## src/rtl/ctl_pkg.sv

```systemverilog
package ctl_pkg;
  localparam int OPW = 4;
  localparam int UAW = 5;

  typedef enum logic [2:0] {SQ_NEXT, SQ_DISP, SQ_BZ, SQ_BN, SQ_FETCH} seq_e;

  localparam logic [UAW-1:0] UA_FETCH  = 5'd0;
  localparam logic [UAW-1:0] UA_ALU    = 5'd1;
  localparam logic [UAW-1:0] UA_ALU_WB = 5'd2;
  localparam logic [UAW-1:0] UA_ST     = 5'd3;
  localparam logic [UAW-1:0] UA_ST_WR  = 5'd4;
  localparam logic [UAW-1:0] UA_BZ     = 5'd5;
  localparam logic [UAW-1:0] UA_BZ_NT  = 5'd6;
  localparam logic [UAW-1:0] UA_TAKE   = 5'd7;
  localparam logic [UAW-1:0] UA_BN     = 5'd8;
  localparam logic [UAW-1:0] UA_BN_NT  = 5'd9;
  localparam logic [UAW-1:0] UA_CMP    = 5'd10;
  localparam logic [UAW-1:0] UA_CMP_FL = 5'd11;
  localparam logic [UAW-1:0] UA_BAD    = 5'd12;

  localparam logic [OPW-1:0] OP_ADD = 4'd0;
  localparam logic [OPW-1:0] OP_SUB = 4'd1;
  localparam logic [OPW-1:0] OP_AND = 4'd2;
  localparam logic [OPW-1:0] OP_OR  = 4'd3;
  localparam logic [OPW-1:0] OP_XOR = 4'd4;
  localparam logic [OPW-1:0] OP_ST  = 4'd5;
  localparam logic [OPW-1:0] OP_BZ  = 4'd6;
  localparam logic [OPW-1:0] OP_BN  = 4'd7;
  localparam logic [OPW-1:0] OP_CMP = 4'd8;

  typedef struct packed {
    logic           fetch;
    logic           a_drv;
    logic           b_drv;
    logic           out_ld;
    logic           out_drv;
    logic           rf_ld;
    logic           mar_ld;
    logic           mdr_ld;
    logic           st;
    logic           flg_ld;
    logic           pc_br;
    logic           alu_en;
    seq_e           seq;
    logic [UAW-1:0] tgt;
  } uword_t;

  typedef struct packed {
    logic [3:0] p;
    logic [1:0] k;
    logic [3:0] r;
    logic       cin;
  } alu_code_t;

  function automatic alu_code_t alu_code(input logic [OPW-1:0] op);
    alu_code_t c;
    c = '0;
    case (op)
      OP_ADD:         c = '{p: 4'b0110, k: 2'b10, r: 4'b0110, cin: 1'b0};
      OP_SUB, OP_CMP: c = '{p: 4'b1001, k: 2'b10, r: 4'b0110, cin: 1'b1};
      OP_AND:         c = '{p: 4'b1000, k: 2'b00, r: 4'b1000, cin: 1'b0};
      OP_OR:          c = '{p: 4'b1110, k: 2'b00, r: 4'b1110, cin: 1'b0};
      OP_XOR:         c = '{p: 4'b0110, k: 2'b00, r: 4'b0110, cin: 1'b0};
      default:        c = '0;
    endcase
    return c;
  endfunction

  function automatic logic [UAW-1:0] dispatch(input logic [OPW-1:0] op);
    logic [UAW-1:0] a;
    case (op)
      OP_ADD, OP_SUB, OP_AND, OP_OR, OP_XOR: a = UA_ALU;
      OP_ST:   a = UA_ST;
      OP_BZ:   a = UA_BZ;
      OP_BN:   a = UA_BN;
      OP_CMP:  a = UA_CMP;
      default: a = UA_BAD;
    endcase
    return a;
  endfunction
endpackage

```

## src/rtl/ctl_urom.sv

```systemverilog
module ctl_urom
  import ctl_pkg::*;
(
  input  logic [UAW-1:0] addr,
  output uword_t         word
);
  // microprogram contents, computed per address
  function automatic uword_t rom_word(input logic [UAW-1:0] a);
    uword_t w;
    w     = '0;
    w.seq = SQ_FETCH;
    case (a)
      UA_FETCH: begin
        w.fetch = 1'b1;
        w.seq   = SQ_DISP;
      end
      UA_ALU, UA_CMP: begin
        w.a_drv  = 1'b1;
        w.b_drv  = 1'b1;
        w.out_ld = 1'b1;
        w.alu_en = 1'b1;
        w.seq    = SQ_NEXT;
      end
      UA_ALU_WB: begin
        w.out_drv = 1'b1;
        w.rf_ld   = 1'b1;
        w.flg_ld  = 1'b1;
      end
      UA_ST: begin
        w.a_drv  = 1'b1;
        w.b_drv  = 1'b1;
        w.mdr_ld = 1'b1;
        w.mar_ld = 1'b1;
        w.seq    = SQ_NEXT;
      end
      UA_ST_WR: w.st = 1'b1;
      UA_BZ: begin
        w.seq = SQ_BZ;
        w.tgt = UA_TAKE;
      end
      UA_BN: begin
        w.seq = SQ_BN;
        w.tgt = UA_TAKE;
      end
      UA_TAKE:   w.pc_br  = 1'b1;
      UA_CMP_FL: w.flg_ld = 1'b1;
      default:   w.seq    = SQ_FETCH;
    endcase
    return w;
  endfunction

  always_comb word = rom_word(addr);
endmodule

```

## src/rtl/ctl_useq.sv

```systemverilog
module ctl_useq
  import ctl_pkg::*;
(
  input  logic           clk,
  input  logic           rst_n,
  input  logic           stall,
  input  seq_e           seq,
  input  logic [UAW-1:0] tgt,
  input  logic [OPW-1:0] fetch_op,
  input  logic           flag_z,
  input  logic           flag_n,
  output logic [UAW-1:0] upc
);
  logic [UAW-1:0] nxt;
  logic [UAW-1:0] inc;

  assign inc = upc + UAW'(1);

  always_comb begin
    if (stall) nxt = upc;
    else begin
      case (seq)
        SQ_NEXT:  nxt = inc;
        SQ_DISP:  nxt = dispatch(fetch_op);
        SQ_BZ:    nxt = flag_z ? tgt : inc;
        SQ_BN:    nxt = flag_n ? tgt : inc;
        SQ_FETCH: nxt = UA_FETCH;
        default:  nxt = UA_FETCH;
      endcase
    end
  end

  always_ff @(posedge clk) begin
    if (!rst_n) upc <= UA_FETCH;
    else        upc <= nxt;
  end
endmodule

```

## src/rtl/ctl_arch_regs.sv

```systemverilog
module ctl_arch_regs
  import ctl_pkg::*;
#(
  parameter int IW   = 16,
  parameter int AW   = 8,
  parameter int RAW  = 4,
  parameter int OFFW = 8
) (
  input  logic            clk,
  input  logic            rst_n,
  input  logic            ir_ld,
  input  logic [IW-1:0]   ir_d,
  input  logic            pc_br,
  input  logic            flg_ld,
  input  logic            zero_in,
  input  logic            neg_in,
  output logic [AW-1:0]   pc,
  output logic [OPW-1:0]  op,
  output logic [RAW-1:0]  rs1,
  output logic [RAW-1:0]  rs2,
  output logic            flag_z,
  output logic            flag_n
);
  localparam int RS1_LSB = IW - OPW - RAW;
  localparam int RS2_LSB = RS1_LSB - RAW;

  logic [IW-1:0] ir;
  logic [AW-1:0] offs;

  assign offs = AW'($signed(ir[OFFW-1:0]));
  assign op   = ir[IW-1 -: OPW];
  assign rs1  = ir[RS1_LSB +: RAW];
  assign rs2  = ir[RS2_LSB +: RAW];

  always_ff @(posedge clk) begin
    if (!rst_n) begin
      ir     <= '0;
      pc     <= '0;
      flag_z <= 1'b0;
      flag_n <= 1'b0;
    end else begin
      if (ir_ld) begin
        ir <= ir_d;
        pc <= pc + AW'(1);
      end else if (pc_br) begin
        pc <= pc + offs;
      end
      if (flg_ld) begin
        flag_z <= zero_in;
        flag_n <= neg_in;
      end
    end
  end
endmodule

```

## src/rtl/ctl_cw_drive.sv

```systemverilog
module ctl_cw_drive
  import ctl_pkg::*;
#(
  parameter int RAW = 4
) (
  input  logic           alu_en,
  input  logic [OPW-1:0] op,
  input  logic [RAW-1:0] rs1,
  input  logic [RAW-1:0] rs2,
  output logic [RAW-1:0] bus_a_sel,
  output logic [RAW-1:0] bus_b_sel,
  output logic [RAW-1:0] rf_load_sel,
  output logic [3:0]     alu_p,
  output logic [1:0]     alu_k,
  output logic [3:0]     alu_r,
  output logic           alu_cin
);
  alu_code_t code;

  always_comb begin
    code = alu_en ? alu_code(op) : '0;
  end

  assign alu_p       = code.p;
  assign alu_k       = code.k;
  assign alu_r       = code.r;
  assign alu_cin     = code.cin;
  assign bus_a_sel   = rs1;
  assign bus_b_sel   = rs2;
  assign rf_load_sel = rs1;
endmodule

```

## src/rtl/ctl_microseq.sv

```systemverilog
module ctl_microseq
  import ctl_pkg::*;
#(
  parameter int IW   = 16,
  parameter int AW   = 8,
  parameter int RAW  = 4,
  parameter int OFFW = 8
) (
  input  logic           clk,
  input  logic           rst_n,
  output logic           imem_valid,
  input  logic           imem_ready,
  output logic [AW-1:0]  imem_addr,
  input  logic [IW-1:0]  imem_data,
  output logic           store_valid,
  input  logic           store_ready,
  output logic [RAW-1:0] bus_a_sel,
  output logic           bus_a_drive,
  output logic [RAW-1:0] bus_b_sel,
  output logic           bus_b_drive,
  output logic           rf_load,
  output logic [RAW-1:0] rf_load_sel,
  output logic [3:0]     alu_p,
  output logic [1:0]     alu_k,
  output logic [3:0]     alu_r,
  output logic           alu_cin,
  output logic           res_latch_load,
  output logic           res_latch_drive,
  output logic           mar_load,
  output logic           mdr_load,
  input  logic           zero_in,
  input  logic           neg_in,
  output logic           flag_z,
  output logic           flag_n
);
  logic [UAW-1:0] upc;
  uword_t         uw;
  logic           fetch_fire;
  logic           stall;
  logic [OPW-1:0] op;
  logic [RAW-1:0] rs1;
  logic [RAW-1:0] rs2;

  assign fetch_fire = uw.fetch & imem_ready;
  assign stall      = (uw.fetch & ~imem_ready) | (uw.st & ~store_ready);

  ctl_urom u_rom (.addr(upc), .word(uw));

  ctl_useq u_seq (
    .clk      (clk),
    .rst_n    (rst_n),
    .stall    (stall),
    .seq      (uw.seq),
    .tgt      (uw.tgt),
    .fetch_op (imem_data[IW-1 -: OPW]),
    .flag_z   (flag_z),
    .flag_n   (flag_n),
    .upc      (upc)
  );

  ctl_arch_regs #(.IW(IW), .AW(AW), .RAW(RAW), .OFFW(OFFW)) u_regs (
    .clk     (clk),
    .rst_n   (rst_n),
    .ir_ld   (fetch_fire),
    .ir_d    (imem_data),
    .pc_br   (uw.pc_br),
    .flg_ld  (uw.flg_ld),
    .zero_in (zero_in),
    .neg_in  (neg_in),
    .pc      (imem_addr),
    .op      (op),
    .rs1     (rs1),
    .rs2     (rs2),
    .flag_z  (flag_z),
    .flag_n  (flag_n)
  );

  ctl_cw_drive #(.RAW(RAW)) u_cw (
    .alu_en      (uw.alu_en),
    .op          (op),
    .rs1         (rs1),
    .rs2         (rs2),
    .bus_a_sel   (bus_a_sel),
    .bus_b_sel   (bus_b_sel),
    .rf_load_sel (rf_load_sel),
    .alu_p       (alu_p),
    .alu_k       (alu_k),
    .alu_r       (alu_r),
    .alu_cin     (alu_cin)
  );

  assign imem_valid      = uw.fetch;
  assign store_valid     = uw.st;
  assign bus_a_drive     = uw.a_drv;
  assign bus_b_drive     = uw.b_drv;
  assign rf_load         = uw.rf_ld;
  assign res_latch_load  = uw.out_ld;
  assign res_latch_drive = uw.out_drv;
  assign mar_load        = uw.mar_ld;
  assign mdr_load        = uw.mdr_ld;
endmodule

```

## config.mk

```make
export PLATFORM = sky130hd
export DESIGN_NAME = ctl_microseq
export DESIGN_NICKNAME = d
export VERILOG_FILES = /design/src/rtl/ctl_pkg.sv /design/src/rtl/ctl_urom.sv /design/src/rtl/ctl_useq.sv /design/src/rtl/ctl_arch_regs.sv /design/src/rtl/ctl_cw_drive.sv /design/src/rtl/ctl_microseq.sv
export SDC_FILE = /design/constraint.sdc
export NUM_CORES = 1
export LEC_CHECK = 0
export BUFFER_PORTS_ARGS = -buffer_cell sky130_fd_sc_hd__buf_2
export CAP_MARGIN = 20
export CORE_MARGIN = 8
export CORE_UTILIZATION = 55
export DETAILED_ROUTE_END_ITERATION = 8
export GPL_TIMING_DRIVEN = 0
export PLACE_DENSITY_LB_ADDON = 0.25
export SETUP_SLACK_MARGIN = 0.15
export SLEW_MARGIN = 20
export SYNTH_ARGS = -nofsm -noshare
export SYNTH_HDL_FRONTEND = slang
export SYNTH_SLANG_ARGS = --single-unit
```

## constraint.sdc

```tcl
create_clock -name clk -period 8.6 [get_ports clk]
set_input_delay 0 -clock clk [delete_from_list [all_inputs] [get_ports clk]]
set_output_delay 0 -clock clk [all_outputs]
set_load 0.03 [all_outputs]
```

# Word level (Yosys, flattened, before mapping)
# Memory sizes are Yosys's and may differ from the RTL's.
# Cells that the tools add are included.
totals:
  output_inout_bits: 42
  word_cells: 58
  in_bits: 22
  mem_bits_ro: 64
  memories: 1
  reg_bits: 31
classes:
  bitwise: 6
  reduce_logical: 9
  n_addsub: 3
  n_eq_ne: 17
  n_mux: 17
mem_list:
  columns: ["memory", "depth", "width", "read_ports", "rd_ports_with_merged_regs", "wr", "line_no", "text"]
  rows:
  - ["(name not given)", 16, 4, 1, 0, 0, "ctl_pkg.sv:71", "case (op)"]
ops:
  columns: ["cell", "count"]
  rows:
  - ["one-hot mux 11 bit (5 select lines)", 1]
  - ["one-hot mux 5 bit (4 select lines)", 1]
  - ["two-way mux 8 bit", 2]
  - ["== test 5 x 3 -> 1 bit (second input constant)", 3]
  - ["== test 5 x 4 -> 1 bit (second input constant)", 3]
  - ["one-hot mux 3 bit (4 select lines)", 1]
  - ["two-way mux 11 bit", 1]
  - ["== test 5 x 2 -> 1 bit (second input constant)", 2]
  - ["two-way mux 5 bit", 2]
  - ["adder 8 x 1 -> 8 bit (second input constant)", 1]
  - ["adder 8 bit", 1]
  - ["== test 4 x 2 -> 1 bit (second input constant)", 2]
  - ["OR reduction 2 bit", 4]
  - ["== test 3 x 2 -> 1 bit (second input constant)", 2]
  - ["two-way mux 2 bit", 3]
  - ["adder 5 x 1 -> 5 bit (second input constant)", 1]
  - ["== test 5 x 1 -> 1 bit (second input constant)", 1]
  - ["logical NOT 5 bit", 1]
  - ["two-way mux 1 bit", 5]
  - ["== test 4 x 1 -> 1 bit (second input constant)", 1]
  - ["== test 4 x 3 -> 1 bit (second input constant)", 1]
  - ["== test 4 bit (second input constant)", 1]
  - ["logical NOT 4 bit", 1]
  - ["bitwise AND 1 bit", 3]
  - ["7 further kinds", 8]

# Longest topological paths before layout
# Gate-level depths: netlist of run 1.
depth:
  ltp_word: 5
  ltp_mapped: 14
  mapped_depth_nobuf: 13

# Modules after synthesis
# From an unflattened synthesis of run 1, not the netlist that was laid out.
hier_totals:
  cells_unflattened: 299
  hier_area_um2: 2533.7
modules_own_cells:
  columns: ["module", "instances", "seq_area_each_um2", "area_each_um2", "cells_per_inst"]
  rows:
  - ["ctl_arch_regs", 1, 520.5, 1483.9, 162]
  - ["ctl_useq", 1, 100.1, 484.2, 62]
  - ["ctl_cw_drive", 1, 0.0, 270.3, 35]
  - ["ctl_urom", 1, 0.0, 267.8, 36]
  - ["ctl_microseq", 1, 0.0, 27.5, 4]

# Worst setup path before layout of run 1
# No wires, ideal clock.
synth_path:
  kind: "register to register"
  from: "register u_seq.upc[0]"
  to: "register u_regs.pc[7]"
  setup_ns: 0.072
  period_less_slack_ns: 3.248
  slack_ns: 5.352
  required_ns: 8.528
  arrival_ns: 3.175
  n_path_buf: 1
  path_stages_with_launch: 15
  path_cell_list: "dfxtp_1 inv_1 ha_1 or4b_4 inv_1 nand2_1 clkbuf_1 nand2_1 inv_1 ha_1 o21ai_0 nand2b_1 and3b_1 or4_1 a21oi_1"
synth_via:
  elab_chain_cells: 4
  word_cells_on_any_way: 7
  cone_classes: "eq/ne: 1; mux: 3; bitwise: 1; reduce/logical: 2"
synth_rtl:
  columns: ["element", "line_no", "text"]
  rows:
  - ["start, declared", "ctl_useq.sv:12", "output logic [UAW-1:0] upc"]
  - ["start signal, assigned", "ctl_useq.sv:35", "else upc <= nxt;"]
  - ["logical NOT 5 bit (*)", "ctl_urom.sv:12", "case (a)"]
  - ["two-way mux 1 bit (*)", "ctl_urom.sv:12", null]
  - ["via imem_valid", "ctl_microseq.sv:11", "output logic imem_valid,"]
  - ["bitwise AND 1 bit (*)", "ctl_microseq.sv:44", "assign fetch_fire = uw.fetch & imem_ready;"]
  - ["two-way mux 8 bit or nonzero test 2 bit (tied branches)", null, null]
  - ["end signal, assigned", "ctl_arch_regs.sv:44", "pc <= pc + AW'(1);"]
  - ["end signal, assigned", "ctl_arch_regs.sv:46", "pc <= pc + offs;"]
  - ["end, declared", "ctl_arch_regs.sv:17", "output logic [AW-1:0] pc,"]
# The timed path passes the listed nets; every way through them passes the cells marked *.
# A chain may end at the register's enable or synchronous reset.

# Worst setup path in the final report of run 1
layout_path:
  from: "register u_seq.upc[0]"
  to: "register u_regs.pc[7]"
layout_via:
  elab_chain_cells: 4
  word_cells_on_any_way: 7
  cone_classes: "eq/ne: 1; mux: 3; bitwise: 1; reduce/logical: 2"
layout_rtl:
  columns: ["element", "line_no"]
  rows:
  - ["logical NOT 5 bit", "ctl_urom.sv:12"]
  - ["two-way mux 1 bit", "ctl_urom.sv:12"]
  - ["bitwise AND 1 bit", "ctl_microseq.sv:44"]
  - ["two-way mux 8 bit or nonzero test 2 bit (tied branches)", null]
# Several ways; a longest one is shown, not always the timed one.

==> results of run 1 <==
-- worst min-delay path by stage --
stage / start / to / cells after the start
3_3_place_gp: neg_in / u_regs.flag_n$_SDFFE_PN0P_ / 3
2_1_floorplan: imem_data[0] / u_regs.ir[0]$_SDFFE_PN0P_ / 2
4_1_cts: imem_data[13] / u_regs.ir[13]$_SDFFE_PN0P_ / 3
3_5_place_dp: neg_in / u_regs.flag_n$_SDFFE_PN0P_ / 3
6_report: imem_data[15] / u_regs.ir[15]$_SDFFE_PN0P_ / 3
5_1_grt: imem_data[12] / u_regs.ir[12]$_SDFFE_PN0P_ / 3
-- tightest hold or removal path, delay by kind of cell --
family | cells | cell delay [ps]
buffers and inverters | 1 | 140
and+or+nand+nor | 1 | 60
AOI/OAI and AO/OA | 1 | 50
-- cells in the mapped netlist, drive strengths merged (3+ instances only) --
| library cell | count |
|---|---|
| nand2 | 45 |
| dfxtp | 31 |
| a21oi | 24 |
| buf | 22 |
| inv | 14 |
| nor2 | 13 |
| o21ai | 12 |
| ha | 11 |
| clkbuf | 8 |
| a21boi | 6 |
| nor2b | 6 |
| nor3 | 6 |
| nand2b | 5 |
| xnor2 | 5 |
| o211ai | 4 |
| a211oi | 3 |
| a21o | 3 |
| a22oi | 3 |
| mux2i | 3 |
| nand3 | 3 |
| nor4b | 3 |
-- kinds of logic (layout without fill, tap and decap cells) --
| logic type | count (synthesis) | after routing | share of synthesized area, % |
|---|---|---|---|
| AND/OR/NAND/NOR | 95 | 95 | 23.0 |
| AO/OA/AOI/OAI | 68 | 68 | 21.3 |
| buffers and inverters | 45 | 128 | 12.5 |
| flip-flops | 31 | 31 | 30.7 |
| adder cells (fa/ha/maj) | 12 | 12 | 7.80 |
| XOR/XNOR | 7 | 7 | 3.03 |
| multiplexers | 3 | 3 | 1.49 |
| other | 1 | 3 | 0.185 |
-- stage by stage --
| stage | total power [mW] | instances | cell area, sq um |
|---|---|---|---|
| global placement | 0.241 | 373 | 2390 |
| global route | 0.412 | 395 | 2650 |
| CTS | 0.396 | 395 | 2650 |
| detailed placement | 0.242 | 373 | 2390 |
| finish | 0.393 | 395 | 2650 |
| floorplan | 0.219 | 264 | 2030 |
-- sequential cells by signal, indices dropped and copies added, names as in the netlist --
signal and cells:
u_regs.ir 16, u_seq.upc 5, u_regs.flag_z 1, u_regs.pc 8
u_regs.flag_n 1
-- final cells by class --
class / instances / area [sq um]
plain buffers: 30 / 196
clock buffers: 6 / 82.6
clock inverters: 2 / 35.0
fillers: 286 / 952
inverters: 15 / 56.3
multi-input cells: 188 / 1160
flip-flops and latches: 31 / 621
well taps: 48 / 60.1
repair buffers: 75 / 445
-- power groups by stage --
stage	combinational [mW]	sequential (mW)	clock, mW
finish	0.0885	0.156	0.148
global route	0.0972	0.157	0.158
CTS	0.0879	0.156	0.152
detailed placement	0.0828	0.159	0
global placement	0.0816	0.159	0
floorplan	0.0577	0.161	0
-- layer usage --
layer / up-vias / track usage, %
met4: 0 / 6.54
met1: 936 / 20.5
met3: 9 / 5.90
met5: - / 0
li1: 1052 / -
met2: 63 / 28.4
-- timing repair --
action,in CTS,in global routing
hold buffers,14,0
hold endpoints to repair,14,0
resized for setup,0,0
==> reports/qor.csv, run 1 <==
stage;metric;value;unit
status;outcome;finished clean;
sta;clock_skew;8.01;ps
clock_tree;cts_root_buffer;clkbuf_8;
layout;drive_gt1_share;26.8;%
global_route;antenna_found_initial;0;
synth;synth_top_area_cell;dfxtp_1;
sta;timing.slew.headroom;47.1;%
clock_tree;clk_latency;280;ps
clock_tree;clock_sinks;31;
setup_path;ff2ff_path_depth;14;
routing;vias_per_cell;5.22;
routing;drc_errors;0;
die;fp.dieH;76.6;um
global_route;grt_pass1_wl;8.77;mm
setup_path;crit_fanout;10;
die;initial_utilization;56.1;%
layout;mostFrequentLayoutCells;62 x buf_2, 45 x nand2_1, 31 x dfxtp_1, 24 x a21oi_1, 20 x buf_4;
layout;syn_to_final_growth;31.3;%
routing;top_layer_used;met4;
synth;yosys_most_used_dff;dfxtp_1;
clock_tree;htree_levels;2;
sta;layout_setup_ws;5110;ps
global_route;grt-ovfl-total;0;
pwr;switching_share;28.8;%
layout;final_common_cell;buf_2;
global_route;grt.total_usage;17.4;%
pwr;intPower;0.280;mW
pwr;p_clk_share;37.7;%
synth;synth_top_area_share;30.7;%
sta;drv_slew;0;
clock_tree;cts_setup_buffers;0;
layout;diodes;0;
die;fp.dieArea;5870;sq um
placed_design;dp_slack;5180;ps
setup_path;cp.required;8810;ps
pwr;power.switching;0.113;mW
setup_path;critPathMaxStageDelay;520;ps
placed_design;place.gp.congestion;0.916;
synth;synth.distinct_cells;48;
pwr;cellLeakagePower;1.33;nW
synth;synthesis.area;2020;sq um
synth;yosysSeqAreaShare;30.7;%
routing;dr.pass1.iters;4;
sta;fin_crit;3490;ps
setup_path;crit_slowest_cell;or4b_4;
setup_path;crit_family;simple AND/OR/NAND/NOR gates;
placed_design;io_buffers;61;
synth;synth-warning-count;0;
setup_path;crit_type;flop to flop;
sta;finalCritPeriodShare;40.6;%
pwr;power_frac_comb;22.5;%
clock_tree;clk_path_buf_depth;2;
flow_run;max_cap_violations;0;
placed_design;dp_hpwl;3.87;mm
sta;finalHoldViolations;0;
routing;wl_per_cell;13.1;um
routing;wl;5.18;mm
layout;finalNetCount;380;
sta;max_slew.worst_pin.slew;791;ps
die;core-area;3610;sq um
setup_path;cpMostUsedCell;inv_1;
sta;whs;17.7;ps
routing;wl_met1;2.36;mm
die;num_rows;22;
sta;setup_viol;0;
pwr;seq_power_share;39.7;%
setup_path;r2r_setup_slack;5110;ps
global_route;grt_max_degree;11;
setup_path;worst_setup_path_endpoint;u_regs.pc[7]$_SDFFE_PN0P_;
setup_path;path_cells;inv_1, ha_1, or4b_4, inv_1, nand2_1, clkbuf_1, nand2_1, inv_1, ha_1, o21ai_0, nand2b_1, and3b_1, or4_1, a21oi_1;
setup_path;worst-path-stages;14;
setup_path;timing.rr.end;u_regs.pc[7]$_SDFFE_PN0P_;
clock_tree;numCtsBuffers;5;
setup_path;cp.arrival;3700;ps
clock_tree;cts_tree;built;
synth;synthArstFlopShare;0;%
global_route;grt_pass1_vias;1974;
routing;drtIter0Drc;114;
setup_path;worstSetupStartpointType;flop;
die;die_width;76.6;um
setup_path;startpoint;u_seq.upc[0]$_SDFFE_PN0N_;
synth;syn_avg_cell_area;7.72;sq um
routing;route.met2.wl;2.37;mm
die;ioPinCount;64;
synth;synth-edff-count;0;
routing;wl_met3;373;um
pwr;ir_worst_vdd;0.0000929;V
pwr;p_per_area;148;nW/um^2
setup_path;worstPathBufferInverterCount;4;
sta;max_freq;286;MHz
setup_path;end_kind;flop;
routing;antenna_left;0;
synth;synth_seq_cells;31;
sta;rsz0062_at_grt;no;
synth;syn_inst;262;
hold_path;min_path_type;primary input to flop;
clock_tree;path_clk_slew;70;ps
setup_path;r2r-start;u_seq.upc[0]$_SDFFE_PN0N_;
layout;fin_util;73.6;%
synth;ys_top_cells_by_area;dfxtp_1 31%, nand2_1 8.4%, buf_4 7.4%;
routing;route.vias.total;2060;
sta;fin_setup_tns;0;ps
(Power assumes the default switching activity.)
==> run 2: changes to the inputs <==
- ABC_AREA: default -> 1
- CORE_UTILIZATION: 55 -> 52
- clock period: 8.6 -> 3.6 ns (I/O delays scaled with it)
==> run 2 against run 1 <==
  * Synthesized cell count is 18% higher
  * Critical endpoint is now u_regs.pc[4]$_SDFFE_PN0P_
  * The run now ends with hold timing left
  * Clock skew is 3.1 ps lower
  * Cell count is 11% higher
  * Combinational power grew to 3.1 times the previous value
  * Wire length is 3.4% higher
  * Die area is 8.4% higher
  * Highest routed layer unchanged
  * Sequential cell count stayed put
  * Via count is 4.8% higher
  * Area after synthesis is 4.6% higher
  * Global-route usage hardly changed
==> reports/qor.csv, run 2 <==
stage;metric;value;unit
status;outcome;finished, violations left;
status;violations;hold timing;
sta;timing.slew.headroom;64.8;%
layout;reg_top3;u_regs.ir: 16 flops, u_regs.pc: 8 flops, u_seq.upc: 5 flops;
sta;drv_slew;0;
global_route;grt-ovfl-total;0;
placed_design;place_inst;421;
clock_tree;clk_path_buf_depth;2;
layout;final_area;2700;sq um
pwr;p_clk_share;29.6;%
pwr;p_per_area;348;nW/um^2
setup_path;path_cells;inv_1, ha_1, nand2_2, nor2_8, nand2_4, buf_2, nand2_1, ha_1, fa_1, a31oi_1, xor2_1, a21oi_1;
synth;synth_seq_cells;31;
sta;clock_skew;4.88;ps
setup_path;cpMostUsedCell;ha_1;
layout;syn_to_final_growth;27.6;%
synth;synth_top_area_cell;dfxtp_1;
synth;synth-warning-count;0;
die;fp.dieH;79.8;um
synth;synth-edff-count;0;
layout;drive_gt1_share;28.5;%
pwr;cellLeakagePower;1.50;nW
setup_path;critPathMaxStageDelay;430;ps
synth;synth_commonest_cells;75 x nand2_1, 45 x inv_1, 31 x dfxtp_1;
sta;fin_setup_tns;0;ps
sta;finalCritPeriodShare;73.7;%
routing;vias_per_cell;4.90;
clock_tree;cts_hold_buf;12;
setup_path;worstSetupStartpointType;flop;
sta;max_slew.worst_pin.slew;528;ps
die;die_width;79.8;um
sta;setup_viol;0;
pwr;power_frac_comb;29.1;%
setup_path;crit_fanout;10;
layout;largest_reg_flops;16;
flow_run;max_cap_violations;0;
pwr;switching_share;34.0;%
layout;regMostFlops;u_regs.ir;
synth;synth.distinct_cells;36;
hold_path;min_path_type;primary input to flop;
clock_tree;path_clk_slew;60;ps
routing;wl_per_cell;12.2;um
die;num_rows;23;
clock_tree;numCtsBuffers;5;
routing;dr.pass1.iters;4;
die;fp.dieArea;6360;sq um
synth;ys_top_cells_by_area;dfxtp_1 29%, nand2_1 13%, inv_1 8.0%;
routing;wl;5.36;mm
synth;synthesis.area;2110;sq um
routing;route.vias.total;2158;
sta;finalHoldViolations;1;
pwr;power.switching;0.319;mW
setup_path;cp.required;3780;ps
layout;mostFrequentLayoutCells;75 x nand2_1, 63 x buf_2, 45 x inv_1, 31 x dfxtp_1, 27 x a21oi_1;
global_route;grt_max_degree;11;
setup_path;crit_type;flop to flop;
placed_design;io_buffers;61;
routing;antenna_left;0;
clock_tree;clock_sinks;31;
die;initial_utilization;53.2;%
placed_design;placed_area;2490;sq um
layout;final_cells;440;
layout;final_common_cell;nand2_1;
pwr;intPower;0.621;mW
layout;diodes;0;
layout;finalNetCount;424;
synth;syn_inst;308;
pwr;ir_worst_vdd;0.000287;V
clock_tree;htree_levels;2;
global_route;grt_pass1_wl;8.97;mm
pwr;seq_power_share;41.3;%
synth;yosys_most_used_dff;dfxtp_1;
synth;synth_top_area_share;29.3;%
routing;drtIter0Drc;86;
clock_tree;cts_setup_buffers;0;
sta;fin_crit;2650;ps
die;core-area;3970;sq um
clock_tree;cts_resized;0;
synth;yosysSeqAreaShare;29.3;%
clock_tree;cts_root_buffer;clkbuf_8;
synth;syn_avg_cell_area;6.87;sq um
pwr;power;0.940;mW
placed_design;dp_hpwl;4.10;mm
global_route;antenna_found_initial;0;
setup_path;crit_slowest_cell;dfxtp_1;
synth;yosysMostFrequentCell;nand2_1;
setup_path;cp.arrival;2830;ps
sta;whs;-0.944;ps
synth;synthArstFlopShare;0;%
clock_tree;cts_tree;built;
clock_tree;clk_latency;290;ps
global_route;grt_pass1_vias;2177;
setup_path;end_kind;flop;
global_route;grt.total_usage;17.5;%
sta;max_freq;377;MHz
routing;drc_errors;0;
sta;rsz0062_at_grt;no;
placed_design;place.gp.congestion;0.878;
die;ioPinCount;64;
run 2: worst max-delay path: cells and delay by family (launching register included):
family | cells | cell delay [ps]
adder cells (fa/ha/maj) | 3 | 870
AO/OA/AOI/OAI | 2 | 280
AND/OR/NAND/NOR | 4 | 440
buffers and inverters | 2 | 340
XOR/XNOR | 1 | 180
flip-flops | 1 | 430
run 2: power groups by stage:
| stage | Sequential (mW) | Clock, mW | Combinational (mW) |
|---|---|---|---|
| 2_1_floorplan | 0.408 | 0 | 0.181 |
| 3_3_place_gp | 0.395 | 0 | 0.258 |
| 3_5_place_dp | 0.396 | 0 | 0.263 |
| 4_1_cts | 0.388 | 0.286 | 0.274 |
| 5_1_grt | 0.392 | 0.299 | 0.301 |
| 6_report | 0.388 | 0.278 | 0.273 |
run 2: through the flow:
stage | util [%] | worst slack, ps
after floorplan | - | 1290
after detailed placement | 62.7 | 990
after CTS | 67.9 | 966
after global placement | 62.7 | 1040
after global routing | 67.9 | 704
final | 67.9 | 947
run 2: routing by layer:
layer  part of all wire, %  global-route usage (%)  wire length [um]  vias to the layer above
li1                      -                       -                 -                     1115
met1                    39                    16.9              2070                      976
met2                    52                    33.0              2770                       57
met3                   7.5                    5.29               403                       10
met4                   1.9                    7.64               104                        0
met5                     0                       0                 0                        -
run 2: cells by family after synthesis:
logic type / Yosys count / share of synthesized area [%]
and+or+nand+nor: 131 / 29.0
adders and majority gates: 12 / 7.46
DFF: 31 / 29.3
buffers and inverters: 75 / 18.0
AOI/OAI and AO/OA: 54 / 14.4
xor gates and xnor gates: 4 / 1.66
other: 1 / 0.177
run 2: area by class of cell:
type | instances | area (sq um)
buffer | 27 | 198
clock buffer | 6 | 82.6
clock inverter | 1 | 5.00
fill | 357 | 1270
inverter | 48 | 183
multi-input combinational | 204 | 1120
sequential | 31 | 621
tap | 50 | 62.6
timing repair buffer | 73 | 425
run 2: final timing paths:
kind / from / cells after the start / endpoint / slack (ps)
setup reg to reg: u_seq.upc[0]$_SDFFE_PN0N_ / 12 / u_regs.pc[4]$_SDFFE_PN0P_ / 950
hold reg to reg: u_regs.ir[0]$_SDFFE_PN0P_ / 2 / u_regs.ir[0]$_SDFFE_PN0P_ / 470
hold / removal: zero_in / 3 / u_regs.flag_z$_SDFFE_PN0P_ / -0.9
setup / recovery: u_seq.upc[0]$_SDFFE_PN0N_ / 12 / u_regs.pc[4]$_SDFFE_PN0P_ / 950
==> run 3: changes to the inputs <==
- CORE_UTILIZATION: 52 -> 47
- clock period: 3.6 -> 2.2 ns (I/O delays scaled with it)
==> run 3 against run 2 <==
  * Via count rose by 7.0%
  * Clock power rose by 83%
  * Design area rose by 18%
  * The run still ends with hold timing left
  * Critical endpoint unchanged
  * Sequential power rose by 66%
==> reports/qor.csv, run 3 (synthesized netlist as in run 2, its figures left out) <==
stage;metric;value;unit
status;outcome;finished, violations left;
status;violations;hold timing;
hold_path;min_path_type;primary input to flop;
setup_path;end_kind;flop;
pwr;power_frac_comb;34.1;%
routing;wl;6.40;mm
routing;drc_errors;0;
sta;setup_viol;0;
clock_tree;htree_levels;2;
clock_tree;cts_root_buffer;clkbuf_8;
routing;antenna_left;0;
layout;fillers;320;
setup_path;crit_type;flop to flop;
placed_design;dp_slack;-16.1;ps
pwr;p_per_area;550;nW/um^2
layout;finalNetCount;447;
global_route;grt_pass1_vias;2266;
pwr;power.switching;0.598;mW
hold_path;hold_end;u_regs.flag_z$_SDFFE_PN0P_;
placed_design;dp_hpwl;4.24;mm
global_route;grt_max_degree;11;
placed_design;place.gp.congestion;0.905;
layout;diodes;0;
setup_path;timing.rr.end;u_regs.pc[4]$_SDFFE_PN0P_;
pwr;p_clk_share;29.1;%
die;initial_utilization;48.6;%
layout;largest_reg_flops;16;
clock_tree;clock_sinks;31;
sta;whs;-0.234;ps
sta;rsz0062_at_grt;yes;
layout;final_cells;466;
routing;dr.pass1.iters;4;
clock_tree;numCtsBuffers;5;
global_route;grt.total_usage;17.9;%
sta;max_freq;463;MHz
clock_tree;clk_latency;290;ps
clock_tree;path_clk_slew;70;ps
flow_run;max_cap_violations;0;
layout;final_common_cell;nand2_1;
routing;drtIter0Drc;168;
routing;route.vias.total;2308;
sta;clock_skew;5.18;ps
setup_path;cp.arrival;2350;ps
setup_path;crit_fanout;4;
sta;finalHoldViolations;1;
layout;syn_to_final_growth;50.1;%
die;die_width;83.1;um
placed_design;io_buffers;61;
sta;fin_crit;2160;ps
setup_path;r2r_setup_slack;40;ps
pwr;intPower;1.15;mW
global_route;grt-ovfl-total;0;
die;num_rows;24;
setup_path;cp.required;2390;ps
hold_path;hp-start;zero_in;
sta;finalCritPeriodShare;98.1;%
layout;mostFrequentLayoutCells;62 x nand2_1, 59 x buf_2, 45 x buf_4, 34 x inv_1, 28 x dfxtp_1;
routing;vias_per_cell;4.95;
pwr;cellLeakagePower;1.65;nW
clock_tree;clk_path_buf_depth;2;
clock_tree;cts_tree;built;
setup_path;r2r-start;u_seq.upc[1]$_SDFFE_PN0N_;
setup_path;ff2ff_path_depth;13;
pwr;seq_power_share;36.8;%
placed_design;place_inst;423;
routing;wl_per_cell;13.7;um
pwr;ir_worst_vdd;0.000412;V
layout;reg_top3;u_regs.ir: 16 flops, u_regs.pc: 8 flops, u_seq.upc: 5 flops;
pwr;switching_share;34.3;%
sta;drv_slew;0;
die;ioPinCount;64;
sta;layout_setup_ws;40.9;ps
setup_path;worstSetupStartpointType;flop;
pwr;power;1.75;mW
die;core-area;4350;sq um
die;fp.dieArea;6900;sq um
global_route;antenna_found_initial;0;
global_route;grt_pass1_wl;10.4;mm
layout;regMostFlops;u_regs.ir;
hold_path;whs_path_depth;3;
layout;drive_gt1_share;42.8;%
die;fp.dieH;83.1;um
run 3: cell type report:
class | instances | area, sq um | area share, %
multi-input cells | 204 | 1340 | 42.3
flip-flops and latches | 31 | 629 | 19.8
repair buffers | 96 | 623 | 19.6
plain buffers | 27 | 218 | 6.86
inverters | 48 | 195 | 6.15
clock buffers | 8 | 100 | 3.15
well taps | 52 | 65.1 | 2.05
run 3: metal layers:
layer / track usage (%) / vias up / part of all wire (%)
li1: - / 1172 / -
met1: 19.3 / 1061 / 40
met2: 32.3 / 62 / 52
met3: 5.37 / 13 / 5.6
met4: 5.75 / 0 / 1.9
met5: 0 / - / 0
run 3: worst max path at each step:
| stage | start | endpoint |
|---|---|---|
| floorplan | u_seq.upc[2]$_SDFFE_PN0N_ | u_regs.pc[7]$_SDFFE_PN0P_ |
| global placement | u_seq.upc[0]$_SDFFE_PN0N_ | u_regs.pc[4]$_SDFFE_PN0P_ |
| detailed placement | u_seq.upc[0]$_SDFFE_PN0N_ | u_regs.pc[7]$_SDFFE_PN0P_ |
| CTS | u_seq.upc[1]$_SDFFE_PN0N_ | u_regs.pc[7]$_SDFFE_PN0P_ |
| global route | u_seq.upc[1]$_SDFFE_PN0N_ | u_regs.pc[7]$_SDFFE_PN0P_ |
| finish | u_seq.upc[1]$_SDFFE_PN0N_ | u_regs.pc[4]$_SDFFE_PN0P_ |
run 3: stage by stage:
step | area (sq um) | util (%) | TNS [ps] | hold slack [ps]
floorplan | 2280 | - | 0 | 138
global placement | 2650 | 60.8 | 0 | 250
detailed placement | 2650 | 60.8 | -16.1 | 255
CTS | 3050 | 70.0 | 0 | 9.35
global route | 3170 | 72.9 | -142 | 45.3
finish | 3170 | 72.9 | 0 | -0.234
run 3: worst max-delay path, cell delays in order, from the launching register on:
cell and delay (ps):
dfxtp_4 360, inv_4 40, ha_4 150, nand2_4 90, nor2_8 40, nand2_4 90, buf_4 140, buf_8 100
nand2_4 40, ha_4 170, fa_2 360, a31oi_1 220, xor2_1 170, a21oi_1 80
run 3: what timing repair did:
action                                  in CTS  in global routing
pin swaps                                   17                 21
hold buffers                                12                  0
setup buffers                               13                  9
hold endpoints to repair                    12                  0
cloned                                       1                  0
endpoints found under the setup margin       4                  6
resized for setup                           18                 16
run 3: power by group through the flow:
stage | Combinational, mW | Clock [mW] | Sequential (mW)
floorplan | 0.333 | 0 | 0.675
global placement | 0.465 | 0 | 0.652
detailed placement | 0.473 | 0 | 0.654
CTS | 0.549 | 0.508 | 0.641
global route | 0.648 | 0.540 | 0.648
finish | 0.595 | 0.508 | 0.643
